**src/rtl/pfg_pkg.sv**
```systemverilog
package pfg_pkg;
    typedef enum logic [2:0] {
        ST_NORMAL = 3'd0,
        ST_DRAIN  = 3'd1,
        ST_PROT   = 3'd2,
        ST_BACKUP = 3'd3,
        ST_RECOV  = 3'd4
    } pfg_state_e;
endpackage

```
**src/rtl/pfg_deglitch.sv**
```systemverilog
module pfg_deglitch #(
    parameter int   LEN     = 3,
    parameter logic RST_VAL = 1'b0
) (
    input  logic clk,
    input  logic rst_n,
    input  logic raw_i,
    output logic flt_o
);
    localparam int CW = (LEN > 1) ? $clog2(LEN) : 1;

    typedef struct packed {
        logic [1:0]    sync;
        logic [CW-1:0] cnt;
        logic          flt;
    } dg_t;

    dg_t r_d, r_q;

    always_comb begin
        r_d      = r_q;
        r_d.sync = {r_q.sync[0], raw_i};
        if (r_q.sync[1] == r_q.flt) begin
            r_d.cnt = '0;
        end else if (r_q.cnt == CW'(LEN - 1)) begin
            r_d.flt = r_q.sync[1];
            r_d.cnt = '0;
        end else begin
            r_d.cnt = r_q.cnt + 1'b1;
        end
    end

    always_ff @(posedge clk or negedge rst_n) begin
        if (!rst_n) begin
            r_q.sync <= {2{RST_VAL}};
            r_q.cnt  <= '0;
            r_q.flt  <= RST_VAL;
        end else begin
            r_q <= r_d;
        end
    end

    assign flt_o = r_q.flt;
endmodule

```
**src/rtl/pfg_access_gate.sv**
```systemverilog
module pfg_access_gate (
    input  logic pass_i,
    input  logic ce_n_i,
    input  logic we_n_i,
    input  logic oe_n_i,
    output logic arr_ce_n_o,
    output logic dq_oe_o
);
    always_comb begin
        arr_ce_n_o = pass_i ? ce_n_i : 1'b1;
        dq_oe_o    = pass_i & ~ce_n_i & we_n_i & ~oe_n_i;
    end
endmodule

```
**src/rtl/pwrfail_guard.sv**
```systemverilog
module pwrfail_guard #(
    parameter int FILT_LEN  = 3,
    parameter int WPT_TICKS = 12,
    parameter int REC_TICKS = 64,
    parameter bit WIDE_TOL  = 1'b0
) (
    input  logic clk,
    input  logic rst_n,
    input  logic factory_rst_n,
    input  logic fail_std_i,
    input  logic fail_wide_i,
    input  logic sw_lo_i,
    input  logic cyc_busy_i,
    input  logic ce_n_i,
    input  logic we_n_i,
    input  logic oe_n_i,
    output logic arr_ce_n_o,
    output logic dq_oe_o,
    output logic bkp_sel_o,
    output logic wp_o
);
    import pfg_pkg::*;

    localparam int       NFLAG    = 3;
    localparam int       TMAX     = (REC_TICKS > WPT_TICKS) ? REC_TICKS : WPT_TICKS;
    localparam int       TW       = $clog2(TMAX + 1);
    localparam logic [NFLAG-1:0] FLAG_RST = 3'b011;

    typedef struct packed {
        pfg_state_e    state;
        logic [TW-1:0] tmr;
    } ctl_t;

    ctl_t ctl_d, ctl_q;
    logic armed_d, armed_q;

    logic [NFLAG-1:0] raw_flags, flt_flags;
    logic             fail_f, swlo_f, pass;

    assign raw_flags = {sw_lo_i, fail_wide_i, fail_std_i};

    for (genvar gi = 0; gi < NFLAG; gi++) begin : g_flag
        pfg_deglitch #(.LEN(FILT_LEN), .RST_VAL(FLAG_RST[gi])) u_dg (
            .clk   (clk),
            .rst_n (rst_n),
            .raw_i (raw_flags[gi]),
            .flt_o (flt_flags[gi])
        );
    end

    if (WIDE_TOL) begin : g_wide
        assign fail_f = flt_flags[1];
    end else begin : g_std
        assign fail_f = flt_flags[0];
    end
    assign swlo_f = flt_flags[2];

    always_comb begin
        ctl_d   = ctl_q;
        armed_d = armed_q | ~fail_f;
        unique case (ctl_q.state)
            ST_NORMAL: begin
                if (fail_f) begin
                    if (cyc_busy_i) begin
                        ctl_d.state = ST_DRAIN;
                        ctl_d.tmr   = TW'(WPT_TICKS - 1);
                    end else begin
                        ctl_d.state = ST_PROT;
                    end
                end
            end
            ST_DRAIN: begin
                if (!cyc_busy_i || ctl_q.tmr == '0) begin
                    ctl_d.state = ST_PROT;
                end else begin
                    ctl_d.tmr = ctl_q.tmr - 1'b1;
                end
            end
            ST_PROT: begin
                if (swlo_f) begin
                    ctl_d.state = ST_BACKUP;
                end else if (!fail_f) begin
                    ctl_d.state = ST_RECOV;
                    ctl_d.tmr   = TW'(REC_TICKS - 1);
                end
            end
            ST_BACKUP: begin
                if (!swlo_f) ctl_d.state = ST_PROT;
            end
            ST_RECOV: begin
                if (fail_f) begin
                    ctl_d.state = ST_PROT;
                end else if (ctl_q.tmr == '0) begin
                    ctl_d.state = ST_NORMAL;
                end else begin
                    ctl_d.tmr = ctl_q.tmr - 1'b1;
                end
            end
            default: ctl_d.state = ST_PROT;
        endcase
    end

    always_ff @(posedge clk or negedge rst_n) begin
        if (!rst_n) begin
            ctl_q.state <= ST_PROT;
            ctl_q.tmr   <= '0;
        end else begin
            ctl_q <= ctl_d;
        end
    end

    always_ff @(posedge clk or negedge factory_rst_n) begin
        if (!factory_rst_n) armed_q <= 1'b0;
        else                armed_q <= armed_d;
    end

    assign pass = rst_n && (ctl_q.state == ST_NORMAL || ctl_q.state == ST_DRAIN);

    pfg_access_gate u_gate (
        .pass_i     (pass),
        .ce_n_i     (ce_n_i),
        .we_n_i     (we_n_i),
        .oe_n_i     (oe_n_i),
        .arr_ce_n_o (arr_ce_n_o),
        .dq_oe_o    (dq_oe_o)
    );

    assign bkp_sel_o = rst_n && armed_q && (ctl_q.state == ST_BACKUP);
    assign wp_o      = !rst_n || (ctl_q.state != ST_NORMAL);
endmodule

```
**config.mk**
```make
export PLATFORM = sky130hd
export DESIGN_NAME = pwrfail_guard
export DESIGN_NICKNAME = d
export VERILOG_FILES = /design/src/rtl/pfg_pkg.sv /design/src/rtl/pfg_deglitch.sv /design/src/rtl/pfg_access_gate.sv /design/src/rtl/pwrfail_guard.sv
export SDC_FILE = /design/constraint.sdc
export NUM_CORES = 1
export LEC_CHECK = 0
export ABC_AREA = 0
export ABC_CLOCK_PERIOD_IN_PS = 2800
export CORE_MARGIN = 10
export CORE_UTILIZATION = 31
export CTS_BUF_LIST = sky130_fd_sc_hd__clkbuf_8 sky130_fd_sc_hd__clkbuf_16
export DETAILED_ROUTE_END_ITERATION = 8
export PLACE_DENSITY = 0.53
export SYNTH_ARGS = -nofsm -noshare
export SYNTH_HDL_FRONTEND = slang
export SYNTH_HIERARCHICAL = 1
export SYNTH_SLANG_ARGS = --single-unit
```
**constraint.sdc**
```tcl
create_clock -name clk -period 2.8 [get_ports clk]
set_input_delay 0.28 -clock clk [delete_from_list [all_inputs] [get_ports clk]]
set_output_delay 0.28 -clock clk [all_outputs]
set_load 0.02 [all_outputs]
```
==> results of run 1 <==
## registers in the layout, indices dropped and copies added (netlist names)
| signal | flops |
|---|---|
| g_flag.u_dg/r_q | 6 |
| g_flag.u_dg/r_d | 2 |
| g_flag.u_dg/flt_o | 2 |
| ctl_q | 10 |
| armed_q | 1 |
## cells in the final DEF (no fill, tap or decap), drive strengths merged, types with 4 or more instances in the layout
master / Yosys / layout
clkdlybuf4s50: 0 / 12
o21ai: 5 / 5
nor2: 7 / 7
nor3b: 4 / 4
inv: 4 / 4
nor3: 7 / 7
mux2: 5 / 5
dfrtp: 17 / 17
nand2: 6 / 6
dfstp: 4 / 4
o31ai: 5 / 5
a21oi: 9 / 9
nand2b: 7 / 7
## cells by family after synthesis
| family | synth area share |
|---|---|
| flip-flops | 0.472 |
| XOR/XNOR | 0.0156 |
| AO/OA/AOI/OAI | 0.176 |
| AND/OR/NAND/NOR | 0.216 |
| buffers and inverters | 0.0367 |
| multiplexers | 0.0724 |
| adder cells (fa/ha/maj) | 0.0111 |
## layer usage
layer,global-route usage,wire length [µm],vias to the layer above
met5,0,0,-
met4,0.0387,21,0
met3,0.0223,87,4
met2,0.116,1040,18
met1,0.0879,1130,403
li1,-,-,406
## stage by stage
stage | cells | cell area [µm²] | utilization | hold slack (ps)
floorplan | 107 | 1120 | - | -15.6
global placement | 162 | 1280 | 0.375 | 342
detailed placement | 162 | 1280 | 0.375 | 339
CTS | 166 | 1330 | 0.390 | 133
global route | 166 | 1330 | 0.390 | 134
finish | 166 | 1330 | 0.390 | 142
## final cells by class
class,count,area [µm²]
fillers,350,2080
multi-input cells,78,552
flip-flops and latches,21,531
repair buffers,13,128
well taps,46,57.6
clock buffers,3,41.3
inverters,4,15.0
clock inverters,1,7.51
## power groups by stage
stage	logic, mW	clock network (mW)	registers, mW
4_1_cts	0.508	0.218	0.552
2_1_floorplan	0.465	0	0.492
6_report	0.506	0.210	0.554
3_5_place_dp	0.505	0	0.558
5_1_grt	0.566	0.224	0.572
3_3_place_gp	0.497	0	0.552
## worst paths after layout
kind	startpoint	endpoint	slack, ps	cells after the start
hold / removal	factory_rst_n	armed_q$_DFF_PN0_	140	1
hold reg to reg	g_flag[2].u_dg/r_d[4]$_DFF_PN0_	g_flag[2].u_dg/r_q[4]$_DFF_PN0_	360	0
max in group asynchronous	rst_n	g_flag[0].u_dg/flt_o$_DFFE_PN1P_	2100	2
min in group clk	g_flag[2].u_dg/r_d[4]$_DFF_PN0_	g_flag[2].u_dg/r_q[4]$_DFF_PN0_	360	0
setup / recovery	ctl_q[0]$_DFFE_PN0P_	ctl_q[0]$_DFFE_PN0P_	250	7
setup reg to reg	ctl_q[0]$_DFFE_PN0P_	ctl_q[0]$_DFFE_PN0P_	250	7
==> results.toml, run 1 <==
[status]
status = "complete, no violations"

[clock_network]
cts-resized-gates = 0
cts_tree = "yes"
clockBufferDepth = 2
clk_pin_slew_worst_paths_ps = 80
root_buffer = "clkbuf_8"
cts_max_level = 1
cts_made_buffers = 3
clkLatencyLatePin_ps = 270
cts_setup_buffers = 0
cts.sinks = 21
hold_buffers = 0

[synthesis]
syn_avg_cell_area_um2 = 10.5
synth-edff-count = 0
ys_seq_elements = 21
synth_most_common_cell = "dfrtp_1"
yosys-top-cells-area = "dfrtp_1 38%, dfstp_2 9.4%, mux2_4 5.3%, nand2b_1 3.9%, a21oi_1 3.6%"
netlist_area_um2 = 1120
ys.flop_type = "dfrtp_1"
yosys.area.top_type = "dfrtp_1"
seq_area_frac_synth = 0.472
synth_cell_types = 36
async_flop_share = 1.00
synth_common_cells = "17 x dfrtp_1, 8 x a21oi_1, 7 x nand2b_1, 7 x nor2_1, 7 x nor3_1"
synth_top_area_frac = 0.379
ys.warnings.count = 6
syn_inst = 107
syn-num-nets = 118

[power]
p_per_area_nw_per_um2 = 954
p_comb_frac = 0.398
clkPwrFrac = 0.165
pwr-share-seq = 0.436
ir_drop_mv = 0.456
leakage_nw = 0.536
switchingPower_mw = 0.503
p_total_mw = 1.27
switching_share = 0.396
p_int_mw = 0.767

[floorplan]
core_area_um2 = 3420
die_area_um2 = 6430
dieHeight_um = 80.2
dieWidth_um = 80.2
start_util = 0.329
boundaryPins = 14
rows = 21

[place]
dp_slack_ps = 258
portBuffers = 12
dp_hpwl_um = 1640
gp_congestion = 0.849

[critical_path]
cp.arrival_ps = 2700
cp-end-kind = "flip-flop"
path_cells = "inv_1 > ha_1 > or4b_4 > a2111o_1 > a21oi_4 > or2_1 > mux2_4"
critical_path_required_ps = 2960
critPathMaxStageDelay_ps = 470
crit_slowest_cell = "or4b_4"
crit_type = "flip-flop to flip-flop"
critPathBufInv = 1
cp_top_family = "simple AND/OR/NAND/NOR gates"
start_kind = "flip-flop"
path_max_fanout = 7

[timing]
tightestPinTransition_ps = 518
fin_crit_sh = 0.910
rsz0062_at_grt = "no"
max_clock_freq_mhz = 393
setup_viol = 0
slew_violations = 0
skew_ps = 2.07
hold_viol_final = 0
layout_setup_ws_ps = 253
max_slew_margin = 0.655
tns_ps = 0
fin_crit_ps = 2550

[routing]
viasPerCell = 5.01
routed-via-count = 831
postRouteAntennaNets = 0
drt-total-wl_um = 2280
drc = 0
drtIter0Drc = 105
wl_per_cell_um = 13.7
first_pass_iters = 4

[grt]
grt.overflow.total = 0
grt_pass1_wl_um = 3780
antenna_found_initial = 0
grt_max_degree = 22
grt_pass1_vias = 848
grt_use_total = 0.0735

[min_path]
hold_path.class = "input pin to asynchronous set/reset pin"

[layout]
n_antenna_cell = 0
syn2layout_area_growth_pct = 18.5
fin_nets = 132
drive_gt1_frac = 0.183

[job]
drv_cap = 0
(Power assumes the default switching activity.)
==> run 2, diff against run 1 <==
DONT_BUFFER_PORTS = 1   (was not set)
PLACE_DENSITY = 0.48   (was 0.53)
==> results.toml, run 2 (same netlist as run 1, synthesis figures left out) <==
[grt]
gr-usage-met2 = 0.107
use_met3 = 0.0334
antenna_found_initial = 0
grt_pass1_vias = 801
grt.overflow.total = 0
busiest_layer = "met2"
grt_use_met1 = 0.0819
grt_use_total = 0.0696
grt_pass1_wl_um = 3590
grt_max_degree = 21

[power]
leakage_nw = 0.501
p_per_area_nw_per_um2 = 1010
ir_drop_mv = 0.347
p_total_mw = 1.25

[place]
portBuffers = 0
dp_hpwl_um = 1530
gp_congestion = 0.791
dp_cells = 150
place_area_um2 = 1160

[floorplan]
start_util = 0.329
die_area_um2 = 6430
core_area_um2 = 3420
dieHeight_um = 80.2
boundaryPins = 14
rows = 21
dieWidth_um = 80.2

[timing]
skew_ps = 2.87
tightestPinTransition_ps = 904
max_slew_margin = 0.395
setup_viol = 0
tns_ps = 0
slew_violations = 0
hold_ws_ps = 43.7
max_clock_freq_mhz = 406
rsz0062_at_grt = "no"
fin_crit_sh = 0.881
fin_crit_ps = 2470
hold_viol_final = 0

[routing]
postRouteAntennaNets = 0
drc = 0
routed-via-count = 817
drtIter0Drc = 85
wl_per_cell_um = 13.7
first_pass_iters = 4
drt-total-wl_um = 2150
viasPerCell = 5.20

[clock_network]
cts_max_level = 1
cts_made_buffers = 3
cts-resized-gates = 0
cts_tree = "yes"
clkLatencyLatePin_ps = 260
clk_pin_slew_worst_paths_ps = 80
root_buffer = "clkbuf_8"
cts.sinks = 21
clockBufferDepth = 2

[layout]
layout_common_cells = "17 x dfrtp_1, 8 x a21oi_1, 7 x nand2b_1, 7 x nor2_1, 7 x nor3_1"
regMostFlops = "ctl_q"
final_common_cell = "dfrtp_1"
fin_area_um2 = 1240
n_antenna_cell = 0
top_regs = "ctl_q (10), g_flag.u_dg/r_q (6)"
final_cells = 157
drive_gt1_frac = 0.198
syn2layout_area_growth_pct = 10.5
fin_nets = 123
largest_register_ffs = 10
fill_cells = 336

[critical_path]
start_kind = "flip-flop"
startpoint = "ctl_q[0]$_DFFE_PN0P_"
path_max_fanout = 6
crit_type = "flip-flop to flip-flop"
critical_path_required_ps = 2950
reg2reg_slack_ps = 330
r2r-start = "ctl_q[0]$_DFFE_PN0P_"
cp.arrival_ps = 2610
cp-end-kind = "flip-flop"

[min_path]
holdCritStartpoint = "sw_lo_i"
hold_path.class = "input pin to flip-flop"

[status]
status = "complete, no violations"

[job]
drv_cap = 0
run 2: metrics by stage:
stage                     setup WS [ps]   util
after floorplan                     475      -
after global placement              373  0.340
after detailed placement            353  0.340
after CTS                           330  0.363
after global routing                236  0.363
final                               334  0.363
run 2: layout make-up:
type / count / area [µm²] / share of cell area
clock buffers: 3 / 41.3 / 0.0333
clock inverters: 1 / 7.51 / 0.00605
inverters: 4 / 15.0 / 0.0121
multi-input cells: 78 / 552 / 0.445
flip-flops and latches: 21 / 531 / 0.427
well taps: 46 / 57.6 / 0.0464
repair buffers: 4 / 37.5 / 0.0302
run 2: repair_timing:
action | in CTS | in global routing
setup buffers | 0 | 0
hold endpoints to repair | 22 | 0
hold buffers | 3 | 0
run 2: routing by layer:
| metal | wire length [µm] | up-vias |
|---|---|---|
| met5 | 0 | - |
| met4 | 27 | 0 |
| met3 | 160 | 4 |
| met2 | 965 | 23 |
| met1 | 998 | 397 |
| li1 | - | 393 |
run 2: final timing paths:
path / end / depth (start not counted)
max reg2reg: ctl_q[0]$_DFFE_PN0P_ / 7
min in group asynchronous: armed_q$_DFF_PN0_ / 1
max in group asynchronous: g_flag[0].u_dg/r_q[1]$_DFF_PN0_ / 1
min reg2reg: g_flag[0].u_dg/r_q[4]$_DFF_PN1_ / 0
min: g_flag[2].u_dg/r_d[4]$_DFF_PN0_ / 0
max: ctl_q[0]$_DFFE_PN0P_ / 7
run 2: where the power goes:
part / internal, mW / switching, mW
combinational: 0.248 / 0.242
clock: 0.100 / 0.101
sequential: 0.408 / 0.148
run 2: critical path, cell delays in order (launching register included):
cell,delay [ps]
dfrtp_1,410
inv_1,70
ha_1,180
or4b_4,470
a2111o_1,440
a21oi_4,250
or2_1,220
mux2_4,310
==> run 3, diff against run 2 <==
CORE_MARGIN = 2   (was 10)
TNS_END_PERCENT = 20   (was not set)
==> results.toml, run 3 (same netlist as run 1, synthesis figures left out) <==
[status]
status = "complete, no violations"

[power]
clkPwrFrac = 0.164
p_per_area_nw_per_um2 = 1010
switchingPower_mw = 0.495
leakage_nw = 0.501
ir_drop_mv = 0.395
switching_share = 0.396
p_int_mw = 0.757
pwr-share-seq = 0.443
p_comb_frac = 0.393

[clock_network]
cts_max_level = 1
clkLatencyLatePin_ps = 260
cts.sinks = 21
cts_made_buffers = 3
clockBufferDepth = 2
cts_tree = "yes"
root_buffer = "clkbuf_8"
clk_pin_slew_worst_paths_ps = 80
cts_setup_buffers = 0

[timing]
slew_violations = 0
skew_ps = 2.75
tightestPinTransition_ps = 927
tns_ps = 0
setup_viol = 0
max_slew_margin = 0.380
fin_crit_ps = 2440
fin_crit_sh = 0.872
rsz0062_at_grt = "no"
hold_viol_final = 0
max_clock_freq_mhz = 410

[routing]
wl_per_cell_um = 13.7
first_pass_iters = 4
routed-via-count = 805
viasPerCell = 5.13
drt-total-wl_um = 2150
drc = 0
postRouteAntennaNets = 0
drtIter0Drc = 65

[critical_path]
path_cells = "inv_1 > ha_1 > or4b_4 > a2111o_1 > a21oi_4 > or2_1 > mux2_4"
path_max_fanout = 6
critPathMaxStageDelay_ps = 470
start_kind = "flip-flop"
cp_top_family = "simple AND/OR/NAND/NOR gates"
cp-end-kind = "flip-flop"
cp.arrival_ps = 2590
crit_type = "flip-flop to flip-flop"
critical_path_required_ps = 2950
critPathBufInv = 1
crit_slowest_cell = "or4b_4"

[place]
gp_congestion = 0.818
dp_hpwl_um = 1500
portBuffers = 0
dp_cells = 150
place_area_um2 = 1160

[floorplan]
die_area_um2 = 4120
rows = 21
dieWidth_um = 64.2
start_util = 0.329
boundaryPins = 14
core_area_um2 = 3420
dieHeight_um = 64.2

[layout]
drive_gt1_frac = 0.198
final_common_cell = "dfrtp_1"
fin_nets = 123
top_regs = "ctl_q (10), g_flag.u_dg/r_q (6)"
n_antenna_cell = 0
final_cells = 157
syn2layout_area_growth_pct = 10.5
regMostFlops = "ctl_q"
layout_common_cells = "17 x dfrtp_1, 8 x a21oi_1, 7 x nand2b_1, 7 x nor2_1, 7 x nor3_1"
fin_area_um2 = 1240
largest_register_ffs = 10
final_util = 0.363
fill_cells = 363

[grt]
grt_max_degree = 21
grt_pass1_vias = 828
antenna_found_initial = 0
grt.overflow.total = 0
grt_use_total = 0.119
grt_pass1_wl_um = 3840

[job]
drv_cap = 0

[min_path]
hold_path.class = "input pin to flip-flop"
-- run 3: area by class of cell --
cell class	count	area, µm²	share of cell area
multi-input combinational	78	552	0.445
sequential	21	531	0.427
timing repair buffer	4	37.5	0.0302
inverter	4	15.0	0.0121
clock inverter	1	7.51	0.00605
clock buffer	3	41.3	0.0333
tap	46	57.6	0.0464
-- run 3: path summary, 6_finish.rpt --
check / slack, ps / depth (start not counted) / from / end
max: 360 / 7 / ctl_q[0]$_DFFE_PN0P_ / ctl_q[1]$_DFFE_PN0P_
min: 40 / 0 / sw_lo_i / g_flag[2].u_dg/r_d[4]$_DFF_PN0_
max reg2reg: 360 / 7 / ctl_q[0]$_DFFE_PN0P_ / ctl_q[1]$_DFFE_PN0P_
min reg2reg: 360 / 0 / g_flag[2].u_dg/r_d[4]$_DFF_PN0_ / g_flag[2].u_dg/r_q[4]$_DFF_PN0_
max in group asynchronous: 1640 / 1 / rst_n / ctl_q[1]$_DFFE_PN0P_
min in group asynchronous: 220 / 1 / factory_rst_n / armed_q$_DFF_PN0_
-- run 3: routing by layer --
metal  GRT usage  wire [µm]  vias to the layer above
met5           0          0                        -
met4      0.0399         28                        0
met3      0.0405        151                        5
met2       0.181        956                       20
met1       0.157       1010                      389
li1            -          -                      391
-- run 3: power groups by stage --
stage | logic, mW | clock network (mW) | registers (mW)
final | 0.493 | 0.205 | 0.555
after global routing | 0.562 | 0.230 | 0.576
after CTS | 0.498 | 0.218 | 0.555
after detailed placement | 0.488 | 0 | 0.560
after global placement | 0.477 | 0 | 0.558
after floorplan | 0.465 | 0 | 0.492
-- run 3: through the flow --
stage | setup slack, ps | total power, mW | hold WS [ps]
6_report | 359 | 1.25 | 39.5
3_3_place_gp | 385 | 1.04 | -15.6
2_1_floorplan | 475 | 0.957 | -15.6
5_1_grt | 248 | 1.37 | 15.2
3_5_place_dp | 366 | 1.05 | -15.5
4_1_cts | 349 | 1.27 | 26.5
-- run 3: what timing repair did --
action                                 4_1_cts  5_1_grt
setup endpoints to repair                    0        0
resized for setup                            0        0
hold buffers                                 3        0
endpoints found under the hold margin       22        0
-- run 3: worst reg2reg max path, delay by kind of cell (launching register included) --
| family | cells | cell delay [ps] |
|---|---|---|
| AO/OA/AOI/OAI | 2 | 670 |
| adder cells (fa/ha/maj) | 1 | 170 |
| buffers and inverters | 1 | 70 |
| flip-flops | 1 | 420 |
| multiplexers | 1 | 310 |
| AND/OR/NAND/NOR | 2 | 680 |
